`src/rtl/tw_fe_pkg.sv`:
```
`timescale 1ns/1ps
package tw_fe_pkg;

    localparam int          BYTE_W   = 8;
    localparam int          CNT_W    = $clog2(BYTE_W);
    localparam logic [3:0]  DEV_TYPE = 4'b0101;

    typedef enum logic [3:0] {
        ST_IDLE,
        ST_ADDR,
        ST_ADDR_ACK,
        ST_CMD,
        ST_CMD_ACK,
        ST_WDATA,
        ST_WDATA_ACK,
        ST_RDATA,
        ST_STEP,
        ST_HOLD
    } fe_state_t;

    typedef enum logic [1:0] {
        CK_SHORT,
        CK_READ,
        CK_WRITE,
        CK_STEP
    } cmd_kind_t;

    typedef struct packed {
        logic start;
        logic stop;
        logic rise;
        logic fall;
        logic sda;
    } bus_ev_t;

    // What follows the command acknowledge, from the opcode nibble
    function automatic cmd_kind_t classify(input logic [BYTE_W-1:0] c);
        cmd_kind_t k;
        case (c[BYTE_W-1 -: 4])
            4'b1001, 4'b1011: k = CK_READ;
            4'b1010, 4'b1100: k = CK_WRITE;
            4'b0010:          k = CK_STEP;
            default:          k = CK_SHORT;
        endcase
        return k;
    endfunction

    function automatic logic addr_hit(input logic [BYTE_W-1:0] a,
                                      input logic [3:0]        pins);
        return (a[BYTE_W-1 -: 4] == DEV_TYPE) && (a[3:0] == pins);
    endfunction

endpackage

```
`src/rtl/tw_deglitch.sv`:
```
`timescale 1ns/1ps
module tw_deglitch #(
    parameter int   LEN     = 5,
    parameter logic RST_VAL = 1'b1
) (
    input  logic clk,
    input  logic rst,
    input  logic din,
    output logic dout
);
    localparam int CW = $clog2(LEN + 1);

    logic [1:0]    sync_q;
    logic [CW-1:0] run_q;

    // A new level is taken only after LEN consecutive differing samples
    always_ff @(posedge clk) begin
        if (rst) begin
            sync_q <= {2{RST_VAL}};
            run_q  <= '0;
            dout   <= RST_VAL;
        end else begin
            sync_q <= {sync_q[0], din};
            if (sync_q[1] != dout) begin
                if (run_q == CW'(LEN - 1)) begin
                    dout  <= sync_q[1];
                    run_q <= '0;
                end else begin
                    run_q <= run_q + 1'b1;
                end
            end else begin
                run_q <= '0;
            end
        end
    end
endmodule

```
`src/rtl/tw_cond_detect.sv`:
```
`timescale 1ns/1ps
module tw_cond_detect
    import tw_fe_pkg::*;
(
    input  logic    clk,
    input  logic    rst,
    input  logic    scl_f,
    input  logic    sda_f,
    output bus_ev_t ev
);
    logic scl_q, sda_q;

    always_ff @(posedge clk) begin
        if (rst) begin
            scl_q <= 1'b1;
            sda_q <= 1'b1;
        end else begin
            scl_q <= scl_f;
            sda_q <= sda_f;
        end
    end

    always_comb begin
        ev.rise  = scl_f & ~scl_q;
        ev.fall  = ~scl_f & scl_q;
        ev.start = scl_f & scl_q & sda_q & ~sda_f;
        ev.stop  = scl_f & scl_q & ~sda_q & sda_f;
        ev.sda   = sda_f;
    end
endmodule

```
`src/rtl/tw_slave_fe.sv`:
```
`timescale 1ns/1ps
module tw_slave_fe
    import tw_fe_pkg::*;
#(
    parameter int FILT_LEN = 5
) (
    input  logic              clk,
    input  logic              rst,
    input  logic              scl_i,
    input  logic              sda_i,
    input  logic [3:0]        dev_addr_i,
    input  logic              nv_busy_i,
    input  logic [BYTE_W-1:0] rd_byte_i,
    output logic              sda_pull_o,
    output logic              cmd_valid_o,
    output logic [BYTE_W-1:0] cmd_byte_o,
    output logic              wr_valid_o,
    output logic [BYTE_W-1:0] wr_byte_o,
    output logic              step_valid_o,
    output logic              step_up_o
);
    localparam int LINES = 2;
    localparam logic [CNT_W-1:0] LAST_BIT = CNT_W'(BYTE_W - 1);

    logic [LINES-1:0] line_raw, line_flt;
    logic             scl_f, sda_f;
    bus_ev_t          ev;

    fe_state_t        state;
    cmd_kind_t        kind;
    logic [CNT_W-1:0] bitcnt;
    logic [BYTE_W-1:0] shreg;
    logic [BYTE_W-1:0] nxt;
    logic             ack_ph;
    logic             step_dir;

    assign line_raw = {scl_i, sda_i};

    for (genvar g = 0; g < LINES; g++) begin : g_flt
        tw_deglitch #(.LEN(FILT_LEN), .RST_VAL(1'b1)) u_flt (
            .clk  (clk),
            .rst  (rst),
            .din  (line_raw[g]),
            .dout (line_flt[g])
        );
    end

    assign scl_f = line_flt[1];
    assign sda_f = line_flt[0];

    tw_cond_detect u_cond (
        .clk   (clk),
        .rst   (rst),
        .scl_f (scl_f),
        .sda_f (sda_f),
        .ev    (ev)
    );

    assign nxt = {shreg[BYTE_W-2:0], ev.sda};

    always_ff @(posedge clk) begin
        cmd_valid_o  <= 1'b0;
        wr_valid_o   <= 1'b0;
        step_valid_o <= 1'b0;
        if (rst) begin
            state      <= ST_IDLE;
            kind       <= CK_SHORT;
            bitcnt     <= '0;
            shreg      <= '0;
            ack_ph     <= 1'b0;
            step_dir   <= 1'b0;
            sda_pull_o <= 1'b0;
            cmd_byte_o <= '0;
            wr_byte_o  <= '0;
            step_up_o  <= 1'b0;
        end else if (ev.start) begin
            state      <= ST_ADDR;
            bitcnt     <= '0;
            ack_ph     <= 1'b0;
            sda_pull_o <= 1'b0;
        end else if (ev.stop) begin
            state      <= ST_IDLE;
            bitcnt     <= '0;
            ack_ph     <= 1'b0;
            sda_pull_o <= 1'b0;
        end else begin
            case (state)
                ST_ADDR, ST_CMD, ST_WDATA: begin
                    if (ev.rise) begin
                        shreg  <= nxt;
                        bitcnt <= bitcnt + 1'b1;
                        if (bitcnt == LAST_BIT) begin
                            bitcnt <= '0;
                            if (state == ST_ADDR) begin
                                state <= (addr_hit(nxt, dev_addr_i) && !nv_busy_i)
                                         ? ST_ADDR_ACK : ST_IDLE;
                            end else if (state == ST_CMD) begin
                                cmd_byte_o  <= nxt;
                                cmd_valid_o <= 1'b1;
                                kind        <= classify(nxt);
                                state       <= ST_CMD_ACK;
                            end else begin
                                wr_byte_o  <= nxt;
                                wr_valid_o <= 1'b1;
                                state      <= ST_WDATA_ACK;
                            end
                        end
                    end
                end
                ST_ADDR_ACK, ST_CMD_ACK, ST_WDATA_ACK: begin
                    if (ev.fall) begin
                        if (!ack_ph) begin
                            sda_pull_o <= 1'b1;
                            ack_ph     <= 1'b1;
                        end else begin
                            sda_pull_o <= 1'b0;
                            ack_ph     <= 1'b0;
                            if (state == ST_ADDR_ACK) begin
                                state <= ST_CMD;
                            end else if (state == ST_WDATA_ACK) begin
                                state <= ST_HOLD;
                            end else begin
                                case (kind)
                                    CK_READ: begin
                                        shreg      <= rd_byte_i;
                                        sda_pull_o <= ~rd_byte_i[BYTE_W-1];
                                        state      <= ST_RDATA;
                                    end
                                    CK_WRITE: state <= ST_WDATA;
                                    CK_STEP:  state <= ST_STEP;
                                    default:  state <= ST_HOLD;
                                endcase
                            end
                        end
                    end
                end
                ST_RDATA: begin
                    if (ev.fall) begin
                        if (bitcnt == LAST_BIT) begin
                            sda_pull_o <= 1'b0;
                            bitcnt     <= '0;
                            state      <= ST_HOLD;
                        end else begin
                            bitcnt     <= bitcnt + 1'b1;
                            shreg      <= {shreg[BYTE_W-2:0], shreg[BYTE_W-1]};
                            sda_pull_o <= ~shreg[BYTE_W-2];
                        end
                    end
                end
                ST_STEP: begin
                    if (ev.rise) begin
                        step_dir <= ev.sda;
                    end
                    if (ev.fall) begin
                        step_valid_o <= 1'b1;
                        step_up_o    <= step_dir;
                    end
                end
                default: ;
            endcase
        end
    end
endmodule

```
`config.mk`:
```
export PLATFORM = sky130hd
export DESIGN_NAME = tw_slave_fe
export DESIGN_NICKNAME = d
export VERILOG_FILES = /design/src/rtl/tw_fe_pkg.sv /design/src/rtl/tw_deglitch.sv /design/src/rtl/tw_cond_detect.sv /design/src/rtl/tw_slave_fe.sv
export SDC_FILE = /design/constraint.sdc
export NUM_CORES = 1
export LEC_CHECK = 0
export BUFFER_PORTS_ARGS = -buffer_cell sky130_fd_sc_hd__buf_2
export CAP_MARGIN = 10
export CORE_MARGIN = 3
export CORE_UTILIZATION = 30
export CTS_CLUSTER_DIAMETER = 150
export DETAILED_ROUTE_END_ITERATION = 6
export PLACE_DENSITY = 0.47
export SETUP_SLACK_MARGIN = 0.2
export SLEW_MARGIN = 5
export SYNTH_ARGS = -nofsm -noshare
export SYNTH_HDL_FRONTEND = slang
export SYNTH_SLANG_ARGS = --single-unit
```
`constraint.sdc`:
```
create_clock -name clk -period 3.7 [get_ports clk]
set_clock_uncertainty 0.1 [all_clocks]
set_input_delay 0.555 -clock clk [delete_from_list [all_inputs] [get_ports clk]]
set_output_delay 0.555 -clock clk [all_outputs]
set_load 0.1 [all_outputs]
```
==> metrics.yaml, run 1 <==
cap_violations: 0
synth_area_mm2: 0.00259
fillers: 864
synth_area_leaders: "dfxtp_1 (42%), mux2i_1 (9.7%), nor2_1 (6.4%)"
grt_pass1_vias: 1926
ctsResizeCount: 0
synth_top_area_share: 0.418
synthesis.nets: 303
core_mm2: 0.00830
startpoint_type: "register"
hold_path.class: "reg -> reg"
wl_met1_um: 2840
place_area_mm2: 0.00279
synthMostInstantiatedCell: "dfxtp_1"
p_leak_nw: 1.28
critPathKind: "reg -> reg"
synth_warnings: 0
gp_congestion: 0.792
crit_path_end_kind: "register"
clock_path_buffers: 2
rsz0062_at_grt: "false"
min_period_ns: 2.44
fin_crit_sh: 0.660
dieHeight_um: 98.9
worstPathMaxFanout: 14
final_core_util: 0.346
die_x_um: 98.9
htree_levels: 2
grt.total_usage: 0.117
postLayoutCellArea_mm2: 0.00287
ys_async_sr_fraction: 0
ys_seq_area_frac: 0.418
synth_edf_count: 0
final.setup.tns_ns: 0
drcViolationCount: 0
antenna_left: 0
timing.fmax_mhz: 410
wl_um: 5480
insertion_delay_ns: 0.30
power_density_mw_per_mm2: 327
cts_hold_buf: 0
multi_input_area_mm2: 0.00135
wl_per_cell_um: 13.4
p_sw_uw: 210
dieArea_mm2: 0.00977
final_nets: 328
numCtsBuffers: 5
grt_max_degree: 47
intPower_uw: 729
hold_viol_final: 0
post_cts_buffers: 0
drive_above_1_share: 0.215
comb_power_share: 0.028
maxSlewHeadroom: 0.439
regArea_mm2: 0.00108
synth_top_cells_by_count: "dfxtp_1 (54), nor2_1 (44), mux2i_1 (25)"
antenna_found_initial: 0
synth_area_leader_cell: "dfxtp_1"
swShare: 0.224
portBuffers: 37
setup_violations: 0
met2WireLength_um: 2320
ys_seq_elements: 54
vias: 1942
slew_viol_final: 0
hpwl_um: 3870
arrival_ns: 2.58
num_io_pins: 38
root_buffer: "clkbuf_8"
syn_to_final_growth_pct: 11.1
initial_core_util: 0.312
ys_types: 53
syn_inst: 277
clkTransAtPathRegs_ns: 0.10
grt_first_pass_wirelength_um: 9360
cp.required_ns: 3.84
status: "finished clean"
antenna_cells: 0
avgSynthCellArea_um2: 9.34
yosys_most_used_dff: "dfxtp_1"
cts_tree: "built"
ir_drop_mv: 0.175
cts.sinks: 54
worstMarginPinSlew_ns: 0.842
wl_met3_um: 293
p_seq_frac: 0.622
firstDrtPassIters: 4
vias_per_cell: 4.76
row_count: 33
grt-ovfl-total: 0
drtIter0Drc: 92
routed.top_layer: "met4"
p_clk_frac: 0.349
reg2reg_slack_ns: 1.26
==> logic make-up (layout without fill, tap and decap cells) <==
family | after synthesis | after routing | share of synthesized area
flops | 54 | 54 | 0.418
compound gates | 44 | 44 | 0.133
buf+inv | 28 | 54 | 0.0595
fa+ha+maj | 9 | 9 | 0.0435
simple gates | 108 | 108 | 0.219
mux | 25 | 25 | 0.0968
xor+xnor | 9 | 9 | 0.0305
==> sequential cells by signal, indices dropped and copies added, names as in the netlist, 2 cells and up <==
| register | count |
|---|---|
| cmd_byte_o | 8 |
| wr_byte_o | 8 |
| g_flt.u_flt.run_q | 6 |
| g_flt.u_flt.dout | 2 |
| g_flt.u_flt.sync_q | 4 |
| state | 4 |
| bitcnt | 3 |
| kind | 2 |
| shreg | 8 |
==> power groups by stage <==
| stage | sequential (mW) | combinational (mW) | clock, mW |
|---|---|---|---|
| 5_1_grt | 0.585 | 0.0302 | 0.362 |
| 3_5_place_dp | 0.598 | 0.0275 | 0 |
| 3_3_place_gp | 0.598 | 0.0275 | 0 |
| 6_report | 0.584 | 0.0264 | 0.328 |
| 2_1_floorplan | 0.598 | 0.0150 | 0 |
| 4_1_cts | 0.584 | 0.0275 | 0.345 |
==> path summary, 6_finish.rpt <==
kind,cells after the start,endpoint,from
max reg2reg,7,kind[1]$_SDFFE_PP0P_,bitcnt[0]$_SDFFE_PP0P_
min reg2reg,1,g_flt[0].u_flt.sync_q[1]$_SDFF_PP1_,g_flt[0].u_flt.sync_q[0]$_SDFF_PP1_
min,1,g_flt[0].u_flt.sync_q[1]$_SDFF_PP1_,g_flt[0].u_flt.sync_q[0]$_SDFF_PP1_
max,7,kind[1]$_SDFFE_PP0P_,bitcnt[0]$_SDFFE_PP0P_
==> cells in the final DEF (no fill, tap or decap), types with 6 or more instances in the layout <==
master	count
dfxtp_1	54
nor2_1	44
buf_2	37
mux2i_1	25
a21oi_1	13
nand2_1	10
xnor2_1	9
ha_1	9
or2_2	8
inv_1	7
and3_1	7
a211oi_1	6
nor3_1	6
==> area by class of cell <==
type	instances	share of cell area
timing repair buffer	38	0.0671
tap	105	0.0457
sequential	54	0.376
multi-input combinational	195	0.470
clock buffer	6	0.0253
inverter	8	0.0105
clock inverter	2	0.00479
==> critical path, cell delays in order (launching register included) <==
cell and delay [ns]:
dfxtp_1 0.36, ha_1 0.15, ha_1 0.27, nand3b_1 0.16, or4_1 0.85, a211oi_1 0.31, a21oi_1 0.06, nor2_1 0.10
==> stage by stage <==
step	hold WS (ns)	worst slack (ns)	std cells	total power, mW
floorplan	0.289	1.74	277	0.613
global placement	0.291	1.35	400	0.625
detailed placement	0.294	1.28	400	0.625
CTS	0.317	1.24	408	0.957
global route	0.323	1.07	408	0.977
finish	0.316	1.26	408	0.939
==> routing by layer <==
metal | global-route usage | vias to the layer above
li1 | - | 1008
met1 | 0.170 | 894
met4 | 0.0284 | 0
met2 | 0.173 | 38
met3 | 0.0290 | 2
met5 | 0 | -
(Power assumes the default switching activity.)
==> inputs of run 2 (changes only) <==
- PLACE_DENSITY: 0.47 -> 0.49
- clock period: 3.7 -> 2.2 ns (I/O delays scaled with it)
==> run 2 against run 1 <==
Effect of this change: sequential share of layout area is 2.8 points lower; highest routed layer unchanged; hold slack worse by 0.22 ns; clock power up 69%; largest power group unchanged; count of clock-buffer cells in the layout is the same; sequential power is 68% higher; design area grew 8.5%; die area unchanged; flip-flop and latch count unchanged.
==> metrics.yaml, run 2 (synthesis results as in run 1) <==
insertion_delay_ns: 0.31
cp_top_family: "compound AO/OA/AOI/OAI gates"
fin_cells: 427
wl_um: 5880
clkTransAtPathRegs_ns: 0.10
cap_violations: 0
antenna_cells: 0
startpoint_type: "register"
portBuffers: 37
arrival_ns: 2.04
dieHeight_um: 98.9
p_seq_frac: 0.620
htree_levels: 2
pre_cts_slack_ns: 0.0772
layout_commonest_cell: "dfxtp_1"
ir_drop_mv: 0.247
cts_hold_buf: 0
vias: 2065
gp_congestion: 0.840
p_sw_uw: 358
slew_viol_final: 0
cp.required_ns: 2.34
wl_per_cell_um: 13.8
finalPower_mw: 1.58
rsz0062_at_grt: "false"
p_leak_nw: 1.39
reg.largest.list: "cmd_byte_o: 8 flops, shreg: 8 flops, wr_byte_o: 8 flops"
min_period_ns: 1.89
worstPathCellList: "ha_4, ha_4, o31ai_1, a221oi_2, buf_4, or4_1, o21ai_1"
drive_above_1_share: 0.298
place_area_mm2: 0.00290
syn_to_final_growth_pct: 20.6
dieArea_mm2: 0.00977
grt_max_degree: 31
postLayoutCellArea_mm2: 0.00312
layout_common_cells: "dfxtp_1 (49), nor2_1 (44), buf_2 (37)"
intPower_mw: 1.23
grt_pass1_vias: 1983
slowest_delay_ns: 0.39
p_clk_frac: 0.350
worstPathMaxFanout: 6
antenna_found_initial: 0
clock_path_buffers: 2
finalWorstSetupSlack_ns: 0.306
reg2reg_slack_ns: 0.31
swShare: 0.226
setup_violations: 0
grt-ovfl-total: 0
cts_tree: "built"
root_buffer: "clkbuf_8"
maxSlewHeadroom: 0.606
vias_per_cell: 4.84
hold_viol_final: 0
timing.fmax_mhz: 528
antenna_left: 0
final_nets: 347
grt.total_usage: 0.125
worstMarginPinSlew_ns: 0.591
crit_path_end_kind: "register"
status: "finished clean"
dp_cells: 415
critPathKind: "reg -> reg"
final_core_util: 0.376
drtIter0Drc: 66
critical_path.slowest_cell: "or4_1"
hold_slack_ns: 0.0943
comb_power_share: 0.030
cts.sinks: 54
row_count: 33
die_x_um: 98.9
hpwl_um: 4220
final.setup.tns_ns: 0
initial_core_util: 0.312
grt_first_pass_wirelength_um: 9910
path_buf_inv: 1
power_density_mw_per_mm2: 508
firstDrtPassIters: 4
num_io_pins: 38
core_mm2: 0.00830
numCtsBuffers: 5
fin_crit_sh: 0.861
drcViolationCount: 0
hold_path.class: "in -> reg"
worst_path_most_repeated_cell: "ha_4"
-- run 2: final cells by class --
type	count	area (µm²)
clock inverters	2	13.8
inverters	8	30.0
flip-flops and latches	54	1090
clock buffers	6	72.6
fillers	858	5180
repair buffers	57	382
well taps	105	131
multi-input cells	195	1400
-- run 2: final timing paths --
kind,start,endpoint,cells past startpoint
hold / removal,scl_i,g_flt[1].u_flt.sync_q[0]$_SDFF_PP1_,2
setup / recovery,bitcnt[0]$_SDFFE_PP0P_,state[0]$_SDFFE_PP0P_,7
hold reg to reg,g_flt[1].u_flt.sync_q[0]$_SDFF_PP1_,g_flt[1].u_flt.sync_q[1]$_SDFF_PP1_,1
setup reg to reg,bitcnt[0]$_SDFFE_PP0P_,state[0]$_SDFFE_PP0P_,7
-- run 2: power by group through the flow --
stage	combinational [mW]	clock (mW)	sequential, mW
finish	0.0475	0.555	0.983
CTS	0.0488	0.587	0.983
detailed placement	0.0486	0	1.01
global placement	0.0483	0	1.01
floorplan	0.0252	0	1.01
global route	0.0537	0.617	0.984
-- run 2: routing by layer --
metal | GRT usage | part of all wire | vias up
met5 | 0 | 0 | -
met4 | 0.0420 | 0.013 | 0
met3 | 0.0269 | 0.040 | 7
met2 | 0.179 | 0.41 | 46
met1 | 0.186 | 0.53 | 965
li1 | - | - | 1047
-- run 2: timing repair --
item	4_1_cts	5_1_grt
gates resized for setup	8	15
setup buffers	1	1
gates cloned	0	2
pin swaps	0	9
setup endpoints to repair	25	27
==> inputs of run 3 (changes only) <==
- PLACE_DENSITY: 0.49 -> 0.47
- RECOVER_POWER: default -> 25
- REMOVE_ABC_BUFFERS: default -> 1
- clock period: 2.2 -> 1.9 ns (I/O delays scaled with it)
==> run 3 against run 2 <==
Effect of this change: the flow now finishes with violations (setup timing); core utilization up 2.7 points; critical path depth up 1; worst setup slack worse by 0.31 ns; count of clock-buffer cells in the layout unchanged.
==> metrics.yaml, run 3 (synthesis results as in run 1) <==
layout_commonest_cell: "dfxtp_1"
maxSlewHeadroom: 0.673
p_seq_frac: 0.610
worst_path_most_repeated_cell: "ha_4"
dp_cells: 432
layout_common_cells: "dfxtp_1 (48), nor2_1 (42), buf_2 (37)"
hold_path.class: "in -> reg"
vias: 2107
dieHeight_um: 98.9
firstDrtPassIters: 4
power_density_mw_per_mm2: 557
syn_to_final_growth_pct: 29.2
vias_per_cell: 4.72
cts_hold_buf: 0
comb_power_share: 0.030
clkTransAtPathRegs_ns: 0.10
arrival_ns: 2.05
numCtsBuffers: 5
fin_cells: 446
hpwl_um: 4260
worstPathCellList: "ha_4, ha_4, nand3b_1, or4_4, buf_8, a211oi_2, a21oi_1, nor2_1"
cp_top_family: "simple AND/OR/NAND/NOR gates"
slowest_delay_ns: 0.52
cts.sinks: 54
use_met3: 0.0297
final_nets: 366
pre_cts_slack_ns: -0.169
hold_viol_final: 0
min_period_ns: 1.90
wl_per_cell_um: 13.3
ir_drop_mv: 0.296
rsz0062_at_grt: "true"
drive_above_1_share: 0.372
initial_core_util: 0.312
antenna_found_initial: 0
worstPathMaxFanout: 8
swShare: 0.220
slew_viol_final: 0
antenna_cells: 0
crit_path_end_kind: "register"
wl_um: 5920
startpoint_type: "register"
gp_congestion: 0.837
grtUsageMet1: 0.171
timing.fmax_mhz: 526
final_core_util: 0.403
cp.required_ns: 2.05
worstMarginPinSlew_ns: 0.494
fin_crit_sh: 1.00
drcViolationCount: 0
num_io_pins: 38
status: "finished with violations"
insertion_delay_ns: 0.31
grt_first_pass_wirelength_um: 10100
postLayoutCellArea_mm2: 0.00334
cts_tree: "built"
die_x_um: 98.9
intPower_mw: 1.45
reg.largest.list: "cmd_byte_o: 8 flops, shreg: 8 flops, wr_byte_o: 8 flops"
finalPower_mw: 1.86
clock_path_buffers: 2
grt_max_degree: 22
p_sw_uw: 409
setup_violations: 1
grt_pass1_vias: 2042
final.setup.tns_ns: -0.00275
p_leak_nw: 1.48
p_clk_frac: 0.360
finalWorstSetupSlack_ns: -0.00275
htree_levels: 2
core_mm2: 0.00830
hold_slack_ns: 0.0549
dieArea_mm2: 0.00977
grt.total_usage: 0.126
grt-ovfl-total: 0
place_area_mm2: 0.00305
antenna_left: 0
drtIter0Drc: 109
row_count: 33
root_buffer: "clkbuf_8"
grtUsageMet2: 0.196
portBuffers: 37
critPathKind: "reg -> reg"
top_usage_layer: "met2"
path_buf_inv: 1
fillers: 826
cap_violations: 0
critical_path.slowest_cell: "or4_4"
violations: "setup timing"
## run 3: changes by cell type in the layout (fill, tap and decap cells not counted), sizes merged
cell,delta
buf,+19
clkinvlp,+1
clkinv,-1
## run 3: metal layers
layer,up-vias,routed length (µm)
met5,-,0
met4,0,125
met3,9,249
met2,41,2640
met1,968,2900
li1,1089,-
## run 3: cell type report
type / instances / area (µm²) / share of cell area
multi-input cells: 195 / 1470 / 0.441
clock inverters: 2 / 12.5 / 0.00374
clock buffers: 6 / 82.6 / 0.0247
inverters: 8 / 30.0 / 0.00899
flip-flops and latches: 54 / 1090 / 0.327
repair buffers: 76 / 518 / 0.155
well taps: 105 / 131 / 0.0393
## run 3: power by group through the flow
stage	Combinational [mW]	Clock (mW)	Sequential (mW)
4_1_cts	0.0569	0.703	1.14
2_1_floorplan	0.0163	0	1.16
3_3_place_gp	0.0570	0	1.16
5_1_grt	0.0625	0.755	1.14
3_5_place_dp	0.0567	0	1.16
6_report	0.0558	0.670	1.13
## run 3: worst register-to-register path, cell delays in order, from the launching register on
cell	delay (ns)
dfxtp_2	0.36
ha_4	0.14
ha_4	0.15
nand3b_1	0.13
or4_4	0.52
buf_8	0.16
a211oi_2	0.13
a21oi_1	0.06
nor2_1	0.09
## run 3: path summary, 6_finish.rpt
| path | start | to | slack [ns] | cells after the start |
|---|---|---|---|---|
| worst min register to register | g_flt[1].u_flt.sync_q[0]$_SDFF_PP1_ | g_flt[1].u_flt.sync_q[1]$_SDFF_PP1_ | 0.32 | 1 |
| worst min-delay path | sda_i | g_flt[0].u_flt.sync_q[0]$_SDFF_PP1_ | 0.05 | 2 |
| worst max-delay path | bitcnt[0]$_SDFFE_PP0P_ | kind[1]$_SDFFE_PP0P_ | -0.003 | 8 |
| worst max register to register | bitcnt[0]$_SDFFE_PP0P_ | kind[1]$_SDFFE_PP0P_ | -0.003 | 8 |
## run 3: repair_timing
item / in CTS / in global routing
resized for setup: 17 / 21
pin swaps: 5 / 10
endpoints found under the setup margin: 34 / 34
endpoints found under the hold margin: 0 / 0
setup buffers: 2 / 4
